--- config.mk ---
export PLATFORM = sky130hd
export DESIGN_NAME = pcm_pack_fifo
export DESIGN_NICKNAME = d
export VERILOG_FILES = /design/src/rtl/pcm_pack_pkg.sv /design/src/rtl/pcm_sample_packer.sv /design/src/rtl/pcm_word_fifo.sv /design/src/rtl/pcm_irq_ctrl.sv /design/src/rtl/pcm_pack_fifo.sv
export SDC_FILE = /design/constraint.sdc
export NUM_CORES = 1
export LEC_CHECK = 0
export BUFFER_PORTS_ARGS = -buffer_cell sky130_fd_sc_hd__buf_2
export CAP_MARGIN = 20
export CORE_MARGIN = 2
export CORE_UTILIZATION = 28
export CTS_CLUSTER_DIAMETER = 30
export DETAILED_ROUTE_END_ITERATION = 7
export GPL_ROUTABILITY_DRIVEN = 0
export GPL_TIMING_DRIVEN = 1
export PLACE_DENSITY = 0.49
export SYNTH_ARGS = -nofsm -noshare
export SYNTH_HDL_FRONTEND = slang
export SYNTH_SLANG_ARGS = --single-unit
--- constraint.sdc ---
create_clock -name clk -period 2.1 [get_ports clk]
set_clock_uncertainty 0.05 [all_clocks]
set_input_delay 0.42 -clock clk [delete_from_list [all_inputs] [get_ports clk]]
set_output_delay 0.42 -clock clk [all_outputs]
set_load 0.01 [all_outputs]
--- src/rtl/pcm_pack_pkg.sv ---
package pcm_pack_pkg;
  typedef enum logic [1:0] {
    CH_LEFT       = 2'b00,
    CH_RIGHT      = 2'b01,
    CH_STEREO     = 2'b10,
    CH_STEREO_ALT = 2'b11
  } chan_mode_e;

  localparam int IRQ_THR = 0;
  localparam int IRQ_OVF = 1;
  localparam int IRQ_UDF = 2;
  localparam int IRQ_N   = 3;
endpackage

--- src/rtl/pcm_sample_packer.sv ---
module pcm_sample_packer #(
  parameter int SMP_W = 16,
  localparam int WORD_W = 2 * SMP_W
) (
  input  logic              clk,
  input  logic              rst_n,
  input  logic [1:0]        mode,
  input  logic              pack,
  input  logic              swap,
  input  logic              smp_valid,
  input  logic [SMP_W-1:0]  l_smp,
  input  logic [SMP_W-1:0]  r_smp,
  input  logic              flush,
  output logic              push,
  output logic [WORD_W-1:0] push_word
);
  import pcm_pack_pkg::*;

  chan_mode_e       mode_e;
  logic             stereo;
  logic [SMP_W-1:0] mono_smp, first_smp, second_smp;

  logic             half_vld_q, half_vld_d, half_ld;
  logic [SMP_W-1:0] half_q;
  logic             tail_vld_q, tail_vld_d, tail_ld;
  logic [SMP_W-1:0] tail_q;

  assign mode_e     = chan_mode_e'(mode);
  assign stereo     = (mode_e == CH_STEREO) || (mode_e == CH_STEREO_ALT);
  assign mono_smp   = (mode_e == CH_RIGHT) ? r_smp : l_smp;
  assign first_smp  = swap ? r_smp : l_smp;
  assign second_smp = swap ? l_smp : r_smp;

  // next-state: a pending second stereo word always drains first
  always_comb begin
    half_vld_d = half_vld_q;
    tail_vld_d = tail_vld_q;
    half_ld    = 1'b0;
    tail_ld    = 1'b0;
    push       = 1'b0;
    push_word  = '0;
    if (tail_vld_q) begin
      push       = 1'b1;
      push_word  = {{SMP_W{tail_q[SMP_W-1]}}, tail_q};
      tail_vld_d = 1'b0;
    end else if (smp_valid) begin
      if (stereo) begin
        push = 1'b1;
        if (pack) begin
          push_word = {first_smp, second_smp};
        end else begin
          push_word  = {{SMP_W{first_smp[SMP_W-1]}}, first_smp};
          tail_vld_d = 1'b1;
          tail_ld    = 1'b1;
        end
      end else if (pack) begin
        if (half_vld_q) begin
          push       = 1'b1;
          push_word  = {mono_smp, half_q};
          half_vld_d = 1'b0;
        end else begin
          half_vld_d = 1'b1;
          half_ld    = 1'b1;
        end
      end else begin
        push      = 1'b1;
        push_word = {{SMP_W{mono_smp[SMP_W-1]}}, mono_smp};
      end
    end
    if (flush) begin
      push       = 1'b0;
      half_vld_d = 1'b0;
      tail_vld_d = 1'b0;
    end
  end

  always_ff @(posedge clk or negedge rst_n) begin
    if (!rst_n) begin
      half_vld_q <= 1'b0;
      tail_vld_q <= 1'b0;
    end else begin
      half_vld_q <= half_vld_d;
      tail_vld_q <= tail_vld_d;
    end
  end

  always_ff @(posedge clk) begin
    if (half_ld) half_q <= mono_smp;
    if (tail_ld) tail_q <= second_smp;
  end

  a_r3_first_half_silent: assert property (@(posedge clk) disable iff (!rst_n)
    (!stereo && pack && !half_vld_q && !tail_vld_q) |-> !push);
  a_r3_pair_completes: assert property (@(posedge clk) disable iff (!rst_n)
    (!stereo && pack && smp_valid && half_vld_q && !tail_vld_q) |=> !half_vld_q);
  a_r5_tail_drains: assert property (@(posedge clk) disable iff (!rst_n)
    tail_vld_q |=> !tail_vld_q);
  a_r7_flush_drops_halves: assert property (@(posedge clk) disable iff (!rst_n)
    flush |=> (!half_vld_q && !tail_vld_q));
endmodule

--- src/rtl/pcm_word_fifo.sv ---
module pcm_word_fifo #(
  parameter int WORD_W = 32,
  parameter int DEPTH  = 16,
  localparam int PTR_W = (DEPTH > 1) ? $clog2(DEPTH) : 1,
  localparam int LVL_W = $clog2(DEPTH + 1)
) (
  input  logic              clk,
  input  logic              rst_n,
  input  logic              push,
  input  logic [WORD_W-1:0] wdata,
  input  logic              pop,
  input  logic              flush,
  output logic [WORD_W-1:0] rdata,
  output logic [LVL_W-1:0]  level,
  output logic              ovf_evt,
  output logic              udf_evt
);
  logic [WORD_W-1:0] mem [DEPTH];
  logic [PTR_W-1:0]  rptr_q, rptr_d, wptr_q, wptr_d;
  logic [LVL_W-1:0]  cnt_q, cnt_d;
  logic              empty, full, pop_ok, push_ok;

  function automatic logic [PTR_W-1:0] ptr_inc(input logic [PTR_W-1:0] p);
    return (p == PTR_W'(DEPTH - 1)) ? '0 : p + 1'b1;
  endfunction

  assign empty   = (cnt_q == '0);
  assign full    = (cnt_q == LVL_W'(DEPTH));
  assign pop_ok  = pop && !empty && !flush;
  assign push_ok = push && !flush && (!full || pop_ok);
  assign ovf_evt = push && !flush && full && !pop_ok;
  assign udf_evt = pop && empty && !flush;
  assign rdata   = empty ? '0 : mem[rptr_q];
  assign level   = cnt_q;

  always_comb begin
    rptr_d = rptr_q;
    wptr_d = wptr_q;
    cnt_d  = cnt_q;
    if (flush) begin
      rptr_d = '0;
      wptr_d = '0;
      cnt_d  = '0;
    end else begin
      if (pop_ok)  rptr_d = ptr_inc(rptr_q);
      if (push_ok) wptr_d = ptr_inc(wptr_q);
      cnt_d = cnt_q + LVL_W'(push_ok) - LVL_W'(pop_ok);
    end
  end

  always_ff @(posedge clk or negedge rst_n) begin
    if (!rst_n) begin
      rptr_q <= '0;
      wptr_q <= '0;
      cnt_q  <= '0;
    end else begin
      rptr_q <= rptr_d;
      wptr_q <= wptr_d;
      cnt_q  <= cnt_d;
    end
  end

  always_ff @(posedge clk) begin
    if (push_ok) mem[wptr_q] <= wdata;
  end

  a_r6_level_bound: assert property (@(posedge clk) disable iff (!rst_n)
    cnt_q <= LVL_W'(DEPTH));
  a_r7_flush_empties: assert property (@(posedge clk) disable iff (!rst_n)
    flush |=> (cnt_q == '0));
  a_r8_full_stays_full: assert property (@(posedge clk) disable iff (!rst_n)
    (full && push && !pop && !flush) |=> (cnt_q == LVL_W'(DEPTH)));
  a_r9_udf_no_shrink: assert property (@(posedge clk) disable iff (!rst_n)
    udf_evt |=> (cnt_q <= 1));
endmodule

--- src/rtl/pcm_irq_ctrl.sv ---
module pcm_irq_ctrl #(
  parameter int LVL_W = 5
) (
  input  logic                           clk,
  input  logic                           rst_n,
  input  logic [LVL_W-1:0]               level,
  input  logic [LVL_W-1:0]               thr,
  input  logic                           ovf_evt,
  input  logic                           udf_evt,
  input  logic [pcm_pack_pkg::IRQ_N-1:0] en,
  input  logic [pcm_pack_pkg::IRQ_N-1:0] set,
  input  logic [pcm_pack_pkg::IRQ_N-1:0] clr,
  output logic [pcm_pack_pkg::IRQ_N-1:0] status,
  output logic                           irq
);
  import pcm_pack_pkg::*;

  logic [IRQ_N-1:0] hw_evt, status_q, status_d;

  always_comb begin
    hw_evt          = '0;
    hw_evt[IRQ_THR] = (level > thr);
    hw_evt[IRQ_OVF] = ovf_evt;
    hw_evt[IRQ_UDF] = udf_evt;
    status_d        = (status_q & ~clr) | hw_evt | set;
  end

  always_ff @(posedge clk or negedge rst_n) begin
    if (!rst_n) status_q <= '0;
    else        status_q <= status_d;
  end

  assign status = status_q;
  assign irq    = |(status_q & en);

  for (genvar i = 0; i < IRQ_N; i++) begin : g_chk
    a_r11_sticky: assert property (@(posedge clk) disable iff (!rst_n)
      (status_q[i] && !clr[i]) |=> status_q[i]);
    a_r11_set_wins: assert property (@(posedge clk) disable iff (!rst_n)
      set[i] |=> status_q[i]);
  end
endmodule

--- src/rtl/pcm_pack_fifo.sv ---
module pcm_pack_fifo #(
  parameter int SMP_W = 16,
  parameter int DEPTH = 16,
  localparam int WORD_W = 2 * SMP_W,
  localparam int LVL_W  = $clog2(DEPTH + 1)
) (
  input  logic              clk,
  input  logic              rst_n,
  input  logic [1:0]        cfg_mode,
  input  logic              cfg_pack,
  input  logic              cfg_swap,
  input  logic              smp_valid,
  input  logic [SMP_W-1:0]  smp_left,
  input  logic [SMP_W-1:0]  smp_right,
  input  logic              fifo_flush,
  input  logic              fifo_pop,
  output logic [WORD_W-1:0] fifo_rdata,
  output logic [LVL_W-1:0]  fifo_level,
  input  logic [LVL_W-1:0]  fifo_thr,
  input  logic [2:0]        irq_en,
  input  logic [2:0]        irq_set,
  input  logic [2:0]        irq_clr,
  output logic [2:0]        irq_status,
  output logic              irq
);
  logic [1:0]        rst_sync_q;
  logic              core_rst_n;
  logic              push;
  logic [WORD_W-1:0] push_word;
  logic              ovf_evt, udf_evt;

  always_ff @(posedge clk or negedge rst_n) begin
    if (!rst_n) rst_sync_q <= 2'b00;
    else        rst_sync_q <= {rst_sync_q[0], 1'b1};
  end
  assign core_rst_n = rst_sync_q[1];

  pcm_sample_packer #(.SMP_W(SMP_W)) u_packer (
    .clk(clk), .rst_n(core_rst_n), .mode(cfg_mode), .pack(cfg_pack),
    .swap(cfg_swap), .smp_valid(smp_valid), .l_smp(smp_left),
    .r_smp(smp_right), .flush(fifo_flush), .push(push), .push_word(push_word)
  );

  pcm_word_fifo #(.WORD_W(WORD_W), .DEPTH(DEPTH)) u_fifo (
    .clk(clk), .rst_n(core_rst_n), .push(push), .wdata(push_word),
    .pop(fifo_pop), .flush(fifo_flush), .rdata(fifo_rdata),
    .level(fifo_level), .ovf_evt(ovf_evt), .udf_evt(udf_evt)
  );

  pcm_irq_ctrl #(.LVL_W(LVL_W)) u_irq (
    .clk(clk), .rst_n(core_rst_n), .level(fifo_level), .thr(fifo_thr),
    .ovf_evt(ovf_evt), .udf_evt(udf_evt), .en(irq_en), .set(irq_set),
    .clr(irq_clr), .status(irq_status), .irq(irq)
  );

  a_r1_reset_quiet: assert property (@(posedge clk) disable iff (!rst_n)
    !core_rst_n |-> (fifo_level == '0 && irq_status == '0 && !irq));
endmodule

==> results.md <==
## Logic synthesis
* 0.0230 mm² — cell area after synthesis
* edfxtp_1 — post-synthesis cell type with the largest combined area
* 3.55% — share of flip-flops with an asynchronous set or reset
* 564 — Yosys reg bits
* 4.46% — share of synthesized cell area in and, or, nand and nor gates
* edfxtp_1 (544), mux4_2 (128), nand3_1 (72) — most instantiated cells after synthesis
* edfxtp_1 — most numerous cell in the Yosys netlist
* 544 — Post-synth EDFFs
* 19.1 µm² — average cell area after synthesis
* 0.956% — adder-cell share of the synthesized area
* 15.2% — mux share of post-synthesis cell area
* edfxtp_1 (71%), mux4_2 (13%), dfrtp_1 (2.2%) — ranking of synthesized cells by area
* 0 — number of warnings reported in the yosys synthesis log
* edfxtp_1 — dominant register cell in the synthesized netlist
* 1280 — synthesized netlist net count
* 4.10% — area fraction in compound gates after synthesis
* 0.190% — parity-gate share of the synthesized area counting xor and xnor cells
* 1208 — number of instances in the synthesized netlist
* 73.1% — sequential cell area fraction in the yosys report
* multiplexers — combinational family with the most area after synthesis
* 56 — number of unique standard cell types used by synthesis
* 70.9% — proportion of netlist area held by the largest area contributor

## Placed design
* -0.927 ns — worst slack, placed
* 41000 µm — detailed placement HPWL
* 95 — Port Buffers
* 0.0269 mm² — total placed instance area

## Die
* 96 — # IOs
* 291 µm — floorplan die width
* 0.0817 mm² — CORE AREA
* 0.0846 mm² — die area
* 291 µm — die height
* 28.2% — initial core utilization
* 105 — Cell Rows

## Critical path
* flip-flop to output port — type of the setup path with the least slack
* or4b_4 — slowest cell on the critical path
* 1.63 ns — CP Data Required Time
* 2.83 ns — CP arrival
* inv_2, ha_4, or4b_4, buf_6, and3b_4, buf_12, a22oi_2, nand3_2, buf_6 — chain of cells forming the critical path
* buf_6 — most used cell, CP
* output port — element type at the critical path end
* 8 — Max Fanout on Critical Path
* -0.99 ns — setup slack of the most critical reg-to-reg path
* flip-flop — CP Launch Type
* 0.49 ns — Max stage delay on crit path

## Timing
* 56.6% — relative slew slack
* 157% — post-route fraction of the period consumed by the critical path
* 3.30 ns — post-route minimum period
* 525 — final number of setup-violating endpoints
* -1.20 ns — post-route worst setup slack
* 0 — count of pins over their slew limit
* 0 — final count of hold timing violations
* 303 MHz — Peak Freq
* 0.650 ns — Worst-Margin Slew
* yes — setup repair after global routing missed its margin

## Finish
* 47.4% — fraction of final layout cells with drive strength greater than 1
* 0 — count of antenna diodes in the layout
* 1664 — final layout net count
* 42.4% — synthesis-to-layout area growth
* 0.0328 mm² — Post-Layout Inst Area

## Route
* 5 — DR pass1 iterations
* 4.85 — routed vias/inst
* 68500 µm — detailed-route wire length
* 0 — remaining number of nets flagged by the antenna check after routing
* 1114 — initial drt markers
* 13400 — via total after detailed routing
* 0 — Remaining DRCs
* 24.8 µm — routed wire length per instance

## Global routing
* 27 — pin count of the biggest net entering global routing
* 25.5% — met2 routing resource usage after global routing
* 0 — antenna violations before repair
* 3.16% — met3 capacity usage during global routing
* 14000 — vias in the first global route
* 97600 µm — wire length of the first global-routing pass
* 21.9% — met1 Usage GRT
* 0 — total congestion overflow
* 16.0% — combined global-route utilization of all metal layers
* met2 — layer carrying the most global-route usage

## CTS
* 3 — deepest clock path buffer count
* clkbuf_16 — root cell of the clock tree
* 3 — H-tree depth
* 118 — number of clock buffers inserted by TritonCTS
* 0.04 ns — clk slew on worst S/H paths
* 0.68 ns — insertion delay of the later-clocked pin in the worst-skew pair
* yes — clock tree from TritonCTS
* 564 — total number of clock tree sinks

## Job
* 0 — max-cap violations

## Hold path
* input pin to flip-flop — min-delay worst type

## Outcome
* negative setup slack — violations in the final reports
* complete, but fails checks — outcome

## Pwr
* 0.000677 V — worst-case vdd ir drop
* 1210 mW/mm² — power per unit of standard cell area
* 0.0115 µW — Leak

## flip-flops by register name, summed over array words and instances (netlist names), 2 cells and up
name / flops
u_fifo.mem: 512
u_packer.half_q: 16
u_packer.tail_q: 16
u_fifo.level: 5
u_fifo.rptr_q: 4
u_fifo.wptr_q: 4
u_irq.status: 3
rst_sync_q: 2
## metrics by stage
step                util, %  total power, µW  setup TNS [ns]  hold slack, ns  cells
finish                 40.1            39500          -89.13          0.0548   2767
global route           40.1            41000         -117.19          0.0379   2767
CTS                    39.7            39800          -49.42         0.00996   2749
detailed placement     33.0            19600         -220.18           0.161   2471
global placement       33.0            19500         -211.75           0.158   2471
floorplan                 -            16700          -23.94          0.0744   1208
## routing by layer
| layer | up-vias | share of wire, % |
|---|---|---|
| met1 | 7077 | 45 |
| met3 | 91 | 5.5 |
| met4 | 0 | 2.3 |
| met5 | - | 0 |
| met2 | 473 | 48 |
| li1 | 5791 | - |
## cells in the final DEF (no fill, tap or decap), types with 23 or more instances in the layout
| cell | instances |
|---|---|
| a21oi_1 | 25 |
| a22oi_2 | 32 |
| buf_12 | 88 |
| buf_2 | 80 |
| buf_4 | 112 |
| buf_6 | 33 |
| clkbuf_16 | 129 |
| edfxtp_1 | 544 |
| mux2_2 | 25 |
| mux2i_1 | 23 |
| mux4_2 | 128 |
| nand2_1 | 62 |
| nand3_1 | 52 |
## cell families (layout without fill, tap and decap cells)
kind of cell | Yosys count | count (layout)
simple gates | 203 | 203
other cells | 1 | 1
mux | 183 | 183
compound gates | 132 | 132
xor+xnor | 5 | 5
flops | 564 | 564
buf+inv | 103 | 592
fa+ha+maj | 17 | 17
## final timing paths
check,cells past startpoint,to,from
setup reg to reg,15,u_fifo.level[4],u_fifo.level[3]
hold / removal,2,u_packer.tail_q[9],smp_left[9]
max in group asynchronous,1,u_fifo.level[0],rst_sync_q[1]
min in group asynchronous,0,u_fifo.rptr_q[3],rst_sync_q[1]
hold reg to reg,0,u_fifo.rptr_q[3],rst_sync_q[1]
setup / recovery,9,fifo_rdata[12],u_fifo.level[3]
## layout make-up
class	instances	area, µm²
Multi-Input combinational cell	541	6320
Clock inverter	88	1180
Clock buffer	137	3050
Timing Repair Buffer	342	3960
Tap cell	1070	1340
Inverter	25	93.8
Fill cell	7380	48900
Sequential cell	564	16800
## worst max-delay path, delay by kind of cell, from the launching register on
kind                       cells  cell delay, ns
and+or+nand+nor                3            0.91
buffers and inverters          4            0.56
DFF                            1            0.39
AOI/OAI and AO/OA              1            0.18
adders and majority gates      1            0.12
## repair_timing
action,CTS,global route
cloned,14,10
setup buffers,32,18
pin swaps,40,24
hold buffers,7,0
setup endpoints to repair,362,586
endpoints found under the hold margin,5,0
resized for setup,113,32
## power breakdown
group | leakage (µW) | switching (µW) | internal (µW)
Combinational | 0.00430 | 3740 | 3550
Sequential | 0.00523 | 147 | 12700
Clock | 0.00201 | 6240 | 13100
Total | 0.0115 | 10100 | 29400
No activity file was read; power rests on OpenSTA's default activity.
